<file path="config.mk">
export PLATFORM = sky130hd
export DESIGN_NAME = gated_tick_timer
export DESIGN_NICKNAME = d
export VERILOG_FILES = /design/src/rtl/gtt_pkg.sv /design/src/rtl/gtt_control.sv /design/src/rtl/gtt_datapath.sv /design/src/rtl/gated_tick_timer.sv
export SDC_FILE = /design/constraint.sdc
export NUM_CORES = 1
export LEC_CHECK = 0
export BUFFER_PORTS_ARGS = -buffer_cell sky130_fd_sc_hd__buf_2
export CAP_MARGIN = 30
export CORE_AREA = 3 3 73 75
export CTS_CLUSTER_SIZE = 14
export DETAILED_ROUTE_END_ITERATION = 8
export DIE_AREA = 0 0 76 78
export SLEW_MARGIN = 20
export SYNTH_ARGS = -nofsm -noshare
export SYNTH_HDL_FRONTEND = slang
export SYNTH_SLANG_ARGS = --single-unit
</file>
<file path="constraint.sdc">
create_clock -name clk -period 6.25 [get_ports clk]
set_input_delay 0.3125 -clock clk [delete_from_list [all_inputs] [get_ports clk]]
set_output_delay 0.3125 -clock clk [all_outputs]
set_load 0.1 [all_outputs]
</file>
<file path="src/rtl/gtt_pkg.sv">
package gtt_pkg;
  localparam int BYTE_W  = 8;
  localparam int COUNT_W = 2 * BYTE_W;
  localparam int ADDR_W  = 2;

  localparam logic [ADDR_W-1:0] ADDR_CNT_LO = 2'd0;
  localparam logic [ADDR_W-1:0] ADDR_CNT_HI = 2'd1;
  localparam logic [ADDR_W-1:0] ADDR_CTRL   = 2'd2;
  localparam logic [ADDR_W-1:0] ADDR_STAT   = 2'd3;

  // Control byte, MSB first: prescale[7:6], gateSel, gateInv, gateEn, bypassSync, srcExt, run
  typedef struct packed {
    logic [1:0] prescale;
    logic       gateSel;
    logic       gateInv;
    logic       gateEn;
    logic       bypassSync;
    logic       srcExt;
    logic       run;
  } tmrCtrl_t;

  // Strobes from control to datapath
  typedef struct packed {
    logic incr;
    logic loadLo;
    logic loadHi;
    logic loadFlag;
  } tmrStrobe_t;
endpackage

</file>
<file path="src/rtl/gtt_control.sv">
module gtt_control
  import gtt_pkg::*;
#(
  parameter int SYNC_STAGES = 2,
  parameter int PS_FIELD_W  = 2
) (
  input  logic              clk,
  input  logic              rstN,
  input  logic              instrTick,
  input  logic              extClkIn,
  input  logic              gatePin,
  input  logic              cmpOut,
  input  logic              regWrEn,
  input  logic [ADDR_W-1:0] regAddr,
  input  logic [BYTE_W-1:0] regWrData,
  output tmrCtrl_t          ctrlReg,
  output tmrStrobe_t        strobe
);
  localparam int PS_CNT_W = (1 << PS_FIELD_W) - 1;

  logic [SYNC_STAGES-1:0] syncChain;
  logic                   extLevel, prevLevel, lvlAtStop, runD, armed;
  logic                   riseDet, fallDet, countWrite, reEnableDisarm;
  logic                   srcTick, gateLevel, allowCount, gatedTick;
  logic [PS_CNT_W-1:0]    psCnt, divLimit;

  // Control register
  always_ff @(posedge clk or negedge rstN) begin
    if (!rstN) ctrlReg <= '0;
    else if (regWrEn && regAddr == ADDR_CTRL) ctrlReg <= tmrCtrl_t'(regWrData);
  end

  // External input synchronizer
  always_ff @(posedge clk or negedge rstN) begin
    if (!rstN) syncChain <= '0;
    else       syncChain <= {syncChain[SYNC_STAGES-2:0], extClkIn};
  end

  assign extLevel = ctrlReg.bypassSync ? extClkIn : syncChain[SYNC_STAGES-1];
  assign riseDet  = extLevel & ~prevLevel;
  assign fallDet  = ~extLevel & prevLevel;

  assign countWrite     = regWrEn && (regAddr == ADDR_CNT_LO || regAddr == ADDR_CNT_HI);
  assign reEnableDisarm = ctrlReg.run && !runD && lvlAtStop && !extLevel;

  // Edge history, stop-level capture and arming flag
  always_ff @(posedge clk or negedge rstN) begin
    if (!rstN) begin
      prevLevel <= 1'b0;
      runD      <= 1'b0;
      lvlAtStop <= 1'b0;
      armed     <= 1'b0;
    end else begin
      prevLevel <= extLevel;
      runD      <= ctrlReg.run;
      if (runD && !ctrlReg.run) lvlAtStop <= extLevel;
      if (countWrite || reEnableDisarm) armed <= 1'b0;
      else if (fallDet)                 armed <= 1'b1;
    end
  end

  // Source select and gate qualification
  assign srcTick    = ctrlReg.srcExt ? (riseDet & armed) : instrTick;
  assign gateLevel  = (ctrlReg.gateSel ? cmpOut : gatePin) ^ ctrlReg.gateInv;
  assign allowCount = ctrlReg.run & (~ctrlReg.gateEn | gateLevel);
  assign gatedTick  = srcTick & allowCount;

  // Prescaler
  assign divLimit = PS_CNT_W'((1 << ctrlReg.prescale) - 1);

  always_ff @(posedge clk or negedge rstN) begin
    if (!rstN)              psCnt <= '0;
    else if (countWrite)    psCnt <= '0;
    else if (gatedTick)     psCnt <= (psCnt == divLimit) ? '0 : psCnt + 1'b1;
  end

  always_comb begin
    strobe          = '0;
    strobe.incr     = gatedTick && (psCnt == divLimit);
    strobe.loadLo   = regWrEn && regAddr == ADDR_CNT_LO;
    strobe.loadHi   = regWrEn && regAddr == ADDR_CNT_HI;
    strobe.loadFlag = regWrEn && regAddr == ADDR_STAT;
  end
endmodule

</file>
<file path="src/rtl/gtt_datapath.sv">
module gtt_datapath
  import gtt_pkg::*;
(
  input  logic               clk,
  input  logic               rstN,
  input  tmrStrobe_t         strobe,
  input  logic [BYTE_W-1:0]  regWrData,
  input  logic [ADDR_W-1:0]  regAddr,
  input  tmrCtrl_t           ctrlReg,
  output logic [COUNT_W-1:0] countVal,
  output logic               ovfFlag,
  output logic [BYTE_W-1:0]  regRdData
);
  logic anyLoad, wrapNow;

  assign anyLoad = strobe.loadLo | strobe.loadHi;
  assign wrapNow = strobe.incr && !anyLoad && (countVal == '1);

  always_ff @(posedge clk or negedge rstN) begin
    if (!rstN) begin
      countVal <= '0;
    end else if (anyLoad) begin
      if (strobe.loadLo) countVal[BYTE_W-1:0]       <= regWrData;
      if (strobe.loadHi) countVal[COUNT_W-1:BYTE_W] <= regWrData;
    end else if (strobe.incr) begin
      countVal <= countVal + 1'b1;
    end
  end

  always_ff @(posedge clk or negedge rstN) begin
    if (!rstN)                ovfFlag <= 1'b0;
    else if (wrapNow)         ovfFlag <= 1'b1;
    else if (strobe.loadFlag) ovfFlag <= regWrData[0];
  end

  always_comb begin
    unique case (regAddr)
      ADDR_CNT_LO: regRdData = countVal[BYTE_W-1:0];
      ADDR_CNT_HI: regRdData = countVal[COUNT_W-1:BYTE_W];
      ADDR_CTRL:   regRdData = ctrlReg;
      default:     regRdData = {{(BYTE_W-1){1'b0}}, ovfFlag};
    endcase
  end
endmodule

</file>
<file path="src/rtl/gated_tick_timer.sv">
module gated_tick_timer
  import gtt_pkg::*;
(
  input  logic              clk,
  input  logic              rstN,
  input  logic              instrTick,
  input  logic              extClkIn,
  input  logic              gatePin,
  input  logic              cmpOut,
  input  logic              regWrEn,
  input  logic [ADDR_W-1:0] regAddr,
  input  logic [BYTE_W-1:0] regWrData,
  output logic [BYTE_W-1:0] regRdData,
  output logic              ovfFlag
);
  tmrCtrl_t           ctrlReg;
  tmrStrobe_t         strobe;
  logic [COUNT_W-1:0] countVal;

  gtt_control #(.SYNC_STAGES(2), .PS_FIELD_W(2)) u_ctrl (
    .clk(clk), .rstN(rstN), .instrTick(instrTick), .extClkIn(extClkIn),
    .gatePin(gatePin), .cmpOut(cmpOut), .regWrEn(regWrEn), .regAddr(regAddr),
    .regWrData(regWrData), .ctrlReg(ctrlReg), .strobe(strobe)
  );

  gtt_datapath u_dp (
    .clk(clk), .rstN(rstN), .strobe(strobe), .regWrData(regWrData),
    .regAddr(regAddr), .ctrlReg(ctrlReg), .countVal(countVal),
    .ovfFlag(ovfFlag), .regRdData(regRdData)
  );
endmodule

</file>
# Word-level counts from Yosys, hierarchy flattened
# Cells that the tools add are included.
# word_totals
regBits	34
inputBits	17
output_inout_bits	9
# op_classes
n_addsub	3
eq_ne	7
n_shift	1
mux	15
n_bitwise	11
reduce_logical	25
# ops
cell	n
16-bit two-way mux	2
8-bit case mux with 3 select lines	1
16-bit by 1-bit adder with 16-bit output (second input constant)	1
16-bit equality test (second input constant)	1
8-bit two-way mux	2
1-bit logical AND	12
3-bit two-way mux	3
2-bit nonzero test	4
1-bit two-way mux	7
1-bit AND	5
2-bit equality test (second input constant)	2
1-bit zero test	4
2-bit by 1-bit inequality test with 1-bit output (second input constant)	2
2-bit AND reduction	2
3-bit by 1-bit adder with 3-bit output (second input constant)	1
3-bit equality test	1
1-bit NOT	3
1-bit by 2-bit left shift with 3-bit output (first input constant)	1
3-bit by 2-bit subtractor with 3-bit output (second input constant)	1
2-bit by 1-bit equality test with 1-bit output (second input constant)	1
2-bit zero test	1
1-bit logical OR	2
1-bit bitwise OR	2
1-bit XOR	1

# Longest topological paths before layout
# depth
depth_word	9
ltp_mapped	7
ltp_nobuf	6

# Cells and area by module
# Synthesis repeated with hierarchy kept, for this count alone.
# unflattened
hier_cells	204
area_unflattened_um2	1990.7
# by_module_without_submodules
module	instances	cells_per_inst	area_per_inst_um2	seq_area_each_um2
gtt_datapath	1	135	1188.6	425.4
gtt_control	1	69	802.0	425.4

# Least setup slack after synthesis
# OpenSTA, ideal clock, no wires.
# synth_path
path_kind	input to output
from	in regAddr[0]
to	out regRdData[1]
t_arrival_ps	3170
path_slack_ps	2767
path_stages	4
n_path_buf	2
path_cell_list	clkbuf_1 > buf_1 > mux2i_1 > o21ai_0
# synth_via
elab_chain_len	2
word_cells_on_any_way	4
cone_classes	2 x eq/ne; 1 x mux; 1 x reduce/logical
# synth_lines
element	line	source
start, declared	gated_tick_timer.sv:11	input logic [ADDR_W-1:0] regAddr,
2-bit equality test, or another cell as far along	gtt_datapath.sv:37	unique case (regAddr)
8-bit case mux with 3 select lines (*)	gtt_datapath.sv:37	
end, declared	gated_tick_timer.sv:13	output logic [BYTE_W-1:0] regRdData,
# Every way passes the cells marked *; elsewhere a longest branch is shown, timed or not.

# Worst setup path after layout
# layout_path
from	reg u_ctrl.ctrlReg[6] (netlist name)
to	reg u_dp.countVal[9]
# layout_via
elab_chain_len	6
# layout_lines
element	line	source
1-bit by 2-bit left shift with 3-bit output	gtt_control.sv:69	assign divLimit = PS_CNT_W'((1 << ctrlReg.prescale) - 1);
3-bit by 2-bit subtractor with 3-bit output	gtt_control.sv:69	
3-bit equality test	gtt_control.sv:79	strobe.incr = gatedTick && (psCnt == divLimit);
1-bit logical AND	gtt_control.sv:79	
2-bit nonzero test (no line)	-	
2-bit AND reduction (no line)	-	
end signal, assigned by index	gtt_datapath.sv:23	if (strobe.loadLo) countVal[BYTE_W-1:0] <= regWrData;
end signal, assigned by index	gtt_datapath.sv:24	if (strobe.loadHi) countVal[COUNT_W-1:BYTE_W] <= regWrData;
end signal, assigned	gtt_datapath.sv:26	countVal <= countVal + 1'b1;
end, declared	gtt_datapath.sv:10	output logic [COUNT_W-1:0] countVal,
# No other way between the ends.
# A chain may end at the register's enable or synchronous reset.

==> metrics.md <==
| Metric | Value |
|---|---|
| Status | complete, no violations |
| Tcrit/Tclk final | between 40 and 50% |
| Largest family of logic cells by synthesized area | simple AND/OR/NAND/NOR gates |
| Switching share of total power | between 30% and 40% |
| Worst endpoint required time | 6440 ps |
| Ys flop type | dfrtp_1 |
| Max Clk Rate | about 400 MHz |
| Unrepaired setup endpoints after global routing | false |
| Flop2flop setup slack | ~3700 ps |
| Total placed cells including tap cells | ~310 |
| Yosys warns | 0 |
| Layout cells sized above 1 | a little over a fifth |
| Measured slew at the worst slew-check pin | 896.0 ps |
| Net Count, Synth | 241 |
| CTS Hold Bufs | 0 |
| First-pass GRT wire length | 8990 um |
| Internal power | approximately 0.46 mW |
| Core ar. | between 4000 and 5000 um^2 |
| Initial antenna violation count | 0 |
| H-tree Lvls | 2 |
| Leakage | 0.9697 nW |
| Max_slew headroom | 40.09% |
| Hold WC Path Type | input pin to async pin |
| Adder-cell share of the synthesized area | 1.184% |
| Post-DR wirelength/cell | around 17 um |
| TritonCTS Buffers | 5 |
| Syn avg cell area | 9.519 um^2 |
| Power Density | around 320 nW/um^2 |
| Ant diodes | 0 |
| CTS tree | done |
| Peak supply drop | about 0.00016 V |
| # resized after CTS | 0 |
| Worst Reg-to-Reg Cells | 5 |
| DRT Pass-1 Iters | 4 |
| Final Slew Violations | 0 |
| Non-Filler Instances | 313 |
| GRT busiest layer | met2 |
| Setup Viol. Count Final | 0 |
| Setup ws final | between 3000 and 4000 ps |
| # nets final | around 260 |
| Iter 0 DRT Violations | 170 |
| Post-DP HPWL | around 3800 um |
| Die Y | between 70 and 80 um |
| Synthesized instance count | around 220 |
| Total track usage | between 10% and 20% |
| Via-per-instance ratio | approximately 5.9 |
| Initial Util | approximately 45% |
| Clock buffer depth | 2 |
| Sequential Power Share | roughly two fifths |
| Port-buffer cells | 25 |
| Die X | between 70 and 80 um |
| Post-synthesis register bit count | 34 |
| Number of remaining DRC errors | 0 |
| Total wire length | around 5300 um |
| Clock Pin Slew Worst Setup and Hold Paths | approximately 70 ps |
| Largest net degree at the start of global routing | 35 |
| Total clock sinks | 34 |
| Library cells used by synthesis | 55 |
| Vias in the first global route | roughly 1700 |
| CP Data Arrival Time | about 2700 ps |
| Antenna Violating Nets Remaining | 0 |
| EDFF count, synth | 0 |
| Via Count | about 1900 |
| Setup crit end kind | flop |
| Final Hold Viols | 0 |
| Syn-to-layout area delta | 12.02% |
| Clock power share | approximately a quarter |
| Post-CTS Setup Repair Bufs | 0 |
| Met1 Track Usage GR | 26.83% |
| Dpl ws | 3797 ps |
| GRT met2 Usage | 29.70% |
| Placer Congestion | 0.8446 |
| Async set-reset flop share out of synthesis | between 90% and 100% |
| Total Neg Setup Slack | 0 ps |
| Synthesized area | ~2100 um^2 |
| Crit path time final | approximately 2500 ps |
| Synth Area in XOR/XNOR | 0% |
| Combinational share of power | between 30% and 40% |
| Met3 usage | under 10% |
| Overflow after GRT | 0 |
| Final core utilization | 50.12% |
| Max cap viols | 0 |
| Worst Clk Skew | between 10 and 15 ps |
| Cell Rows | 25 |
| Post-synthesis mux area share | roughly 13% |
| Root Buffer | clkbuf_8 |
| Simple logic cell fraction of the synthesized area | between 20% and 30% |
| CP Class | flop to flop |
| Sequential share of the synthesized area | 40.26% |
| Clk Latency, worst-skew pair | around 290 ps |
| Crit-path max FO | 21 |
| Synth Area in Compound Gates | 16.64% |
| IO Pins | 26 |
| Die area | between 5000 and 6000 um^2 |
| Net Sw Power | between 0.2 and 0.3 mW |
| Element type at the critical path start | flop |
-- synth_stat cells, drive strengths merged, types with 2 or more instances --
cell type  instances  area (um^2)
a211oi             2        15.01
a21oi              5        40.04
a221oi             4        41.29
a311oi             2        17.52
a31oi              2        12.51
and2               2        13.77
and3               4        25.02
buf                5        42.53
clkbuf             4        15.01
dfrtp             34        850.8
ha                 2        25.02
inv                2        7.510
mux2               8        90.09
mux2i             16        160.2
nand2             23        86.33
nand2b             4        25.02
nand3             11        55.05
nand3b             4        30.03
nand4              6        37.54
nand4b             3        26.28
nor2              19        73.82
nor2b              3        18.77
nor3               8        40.04
o211a              3        30.03
o211ai             3        27.52
o21ai             18        93.84
o21bai             2        15.01
or3                5        31.28
or4                4        37.53
-- per-stage QoR --
step                      hold slack, ps  instance area [um^2]  total power [mW]
after global routing               152.9                  2367            0.7931
after CTS                          135.0                  2367            0.7544
after floorplan                    16.91                  2113            0.4987
after detailed placement           334.7                  2261            0.5534
final                              97.15                  2367            0.7500
after global placement             334.1                  2261            0.5494
-- logic make-up after synthesis --
family,count (synthesis)
flops,34
simple gates,101
buf+inv,12
mux,25
fa+ha+maj,2
compound gates,48
-- registers in the layout (all words and copies together) (netlist names) --
| signal | cells |
|---|---|
| u_ctrl.runD | 1 |
| u_ctrl.prevLevel | 1 |
| u_dp.countVal | 16 |
| u_ctrl.ctrlReg | 8 |
| u_ctrl.lvlAtStop | 1 |
| u_ctrl.syncChain | 2 |
| u_ctrl.psCnt | 3 |
| u_ctrl.armed | 1 |
| u_dp.ovfFlag | 1 |
-- per-layer routing --
| metal | vias to the layer above | part of all wire [%] |
|---|---|---|
| met5 | - | 0 |
| met4 | 0 | 1.5 |
| met3 | 6 | 5.4 |
| met2 | 65 | 47 |
| met1 | 911 | 46 |
| li1 | 880 | - |
-- worst max-delay path, cell delays in order (launching register included) --
cell	delay, ps
dfrtp_1	420
or4_4	560
a21oi_4	170
o211ai_2	390
or4_4	650
a221oi_2	220
-- final timing paths --
check	from	end
hold reg to reg	u_ctrl.syncChain[0]	u_ctrl.syncChain[1]
max in group asynchronous	rstN	u_dp.countVal[7]
setup / recovery	u_ctrl.ctrlReg[6]	u_dp.countVal[9]
hold / removal	rstN	u_ctrl.psCnt[2]
setup reg to reg	u_ctrl.ctrlReg[6]	u_dp.countVal[9]
min in group clk	extClkIn	u_ctrl.syncChain[0]
-- final cells by class --
cell class | count | area, um^2
repair buffers | 26 | 132.6
clock buffers | 7 | 76.32
well taps | 67 | 83.83
multi-input cells | 176 | 1186
clock inverters | 1 | 30.03
inverters | 2 | 7.507
fillers | 454 | 2356
flip-flops and latches | 34 | 850.8
-- cell usage in the layout (no fill, tap or decap), drive strengths merged, types with 2 or more instances in the layout --
master / instances
nand3: 11
nand2b: 4
inv: 2
nor2b: 3
nand4b: 3
nor2: 19
nor3: 8
a311oi: 2
ha: 2
o21bai: 2
or4: 4
mux2i: 16
or3: 5
mux2: 8
a21oi: 5
a221oi: 4
and2: 2
dfrtp: 34
buf: 26
o211a: 3
nand4: 6
nand2: 23
clkbuf: 7
a31oi: 2
o211ai: 3
nand3b: 4
o21ai: 18
a211oi: 2
and3: 4
-- power by group through the flow --
stage	sequential [mW]	clock, mW	combinational, mW
6_report	0.315	0.200	0.235
5_1_grt	0.322	0.215	0.255
4_1_cts	0.315	0.204	0.235
3_5_place_dp	0.318	0	0.235
3_3_place_gp	0.317	0	0.233
2_1_floorplan	0.312	0	0.187
Power figures use the tool's default switching activity.
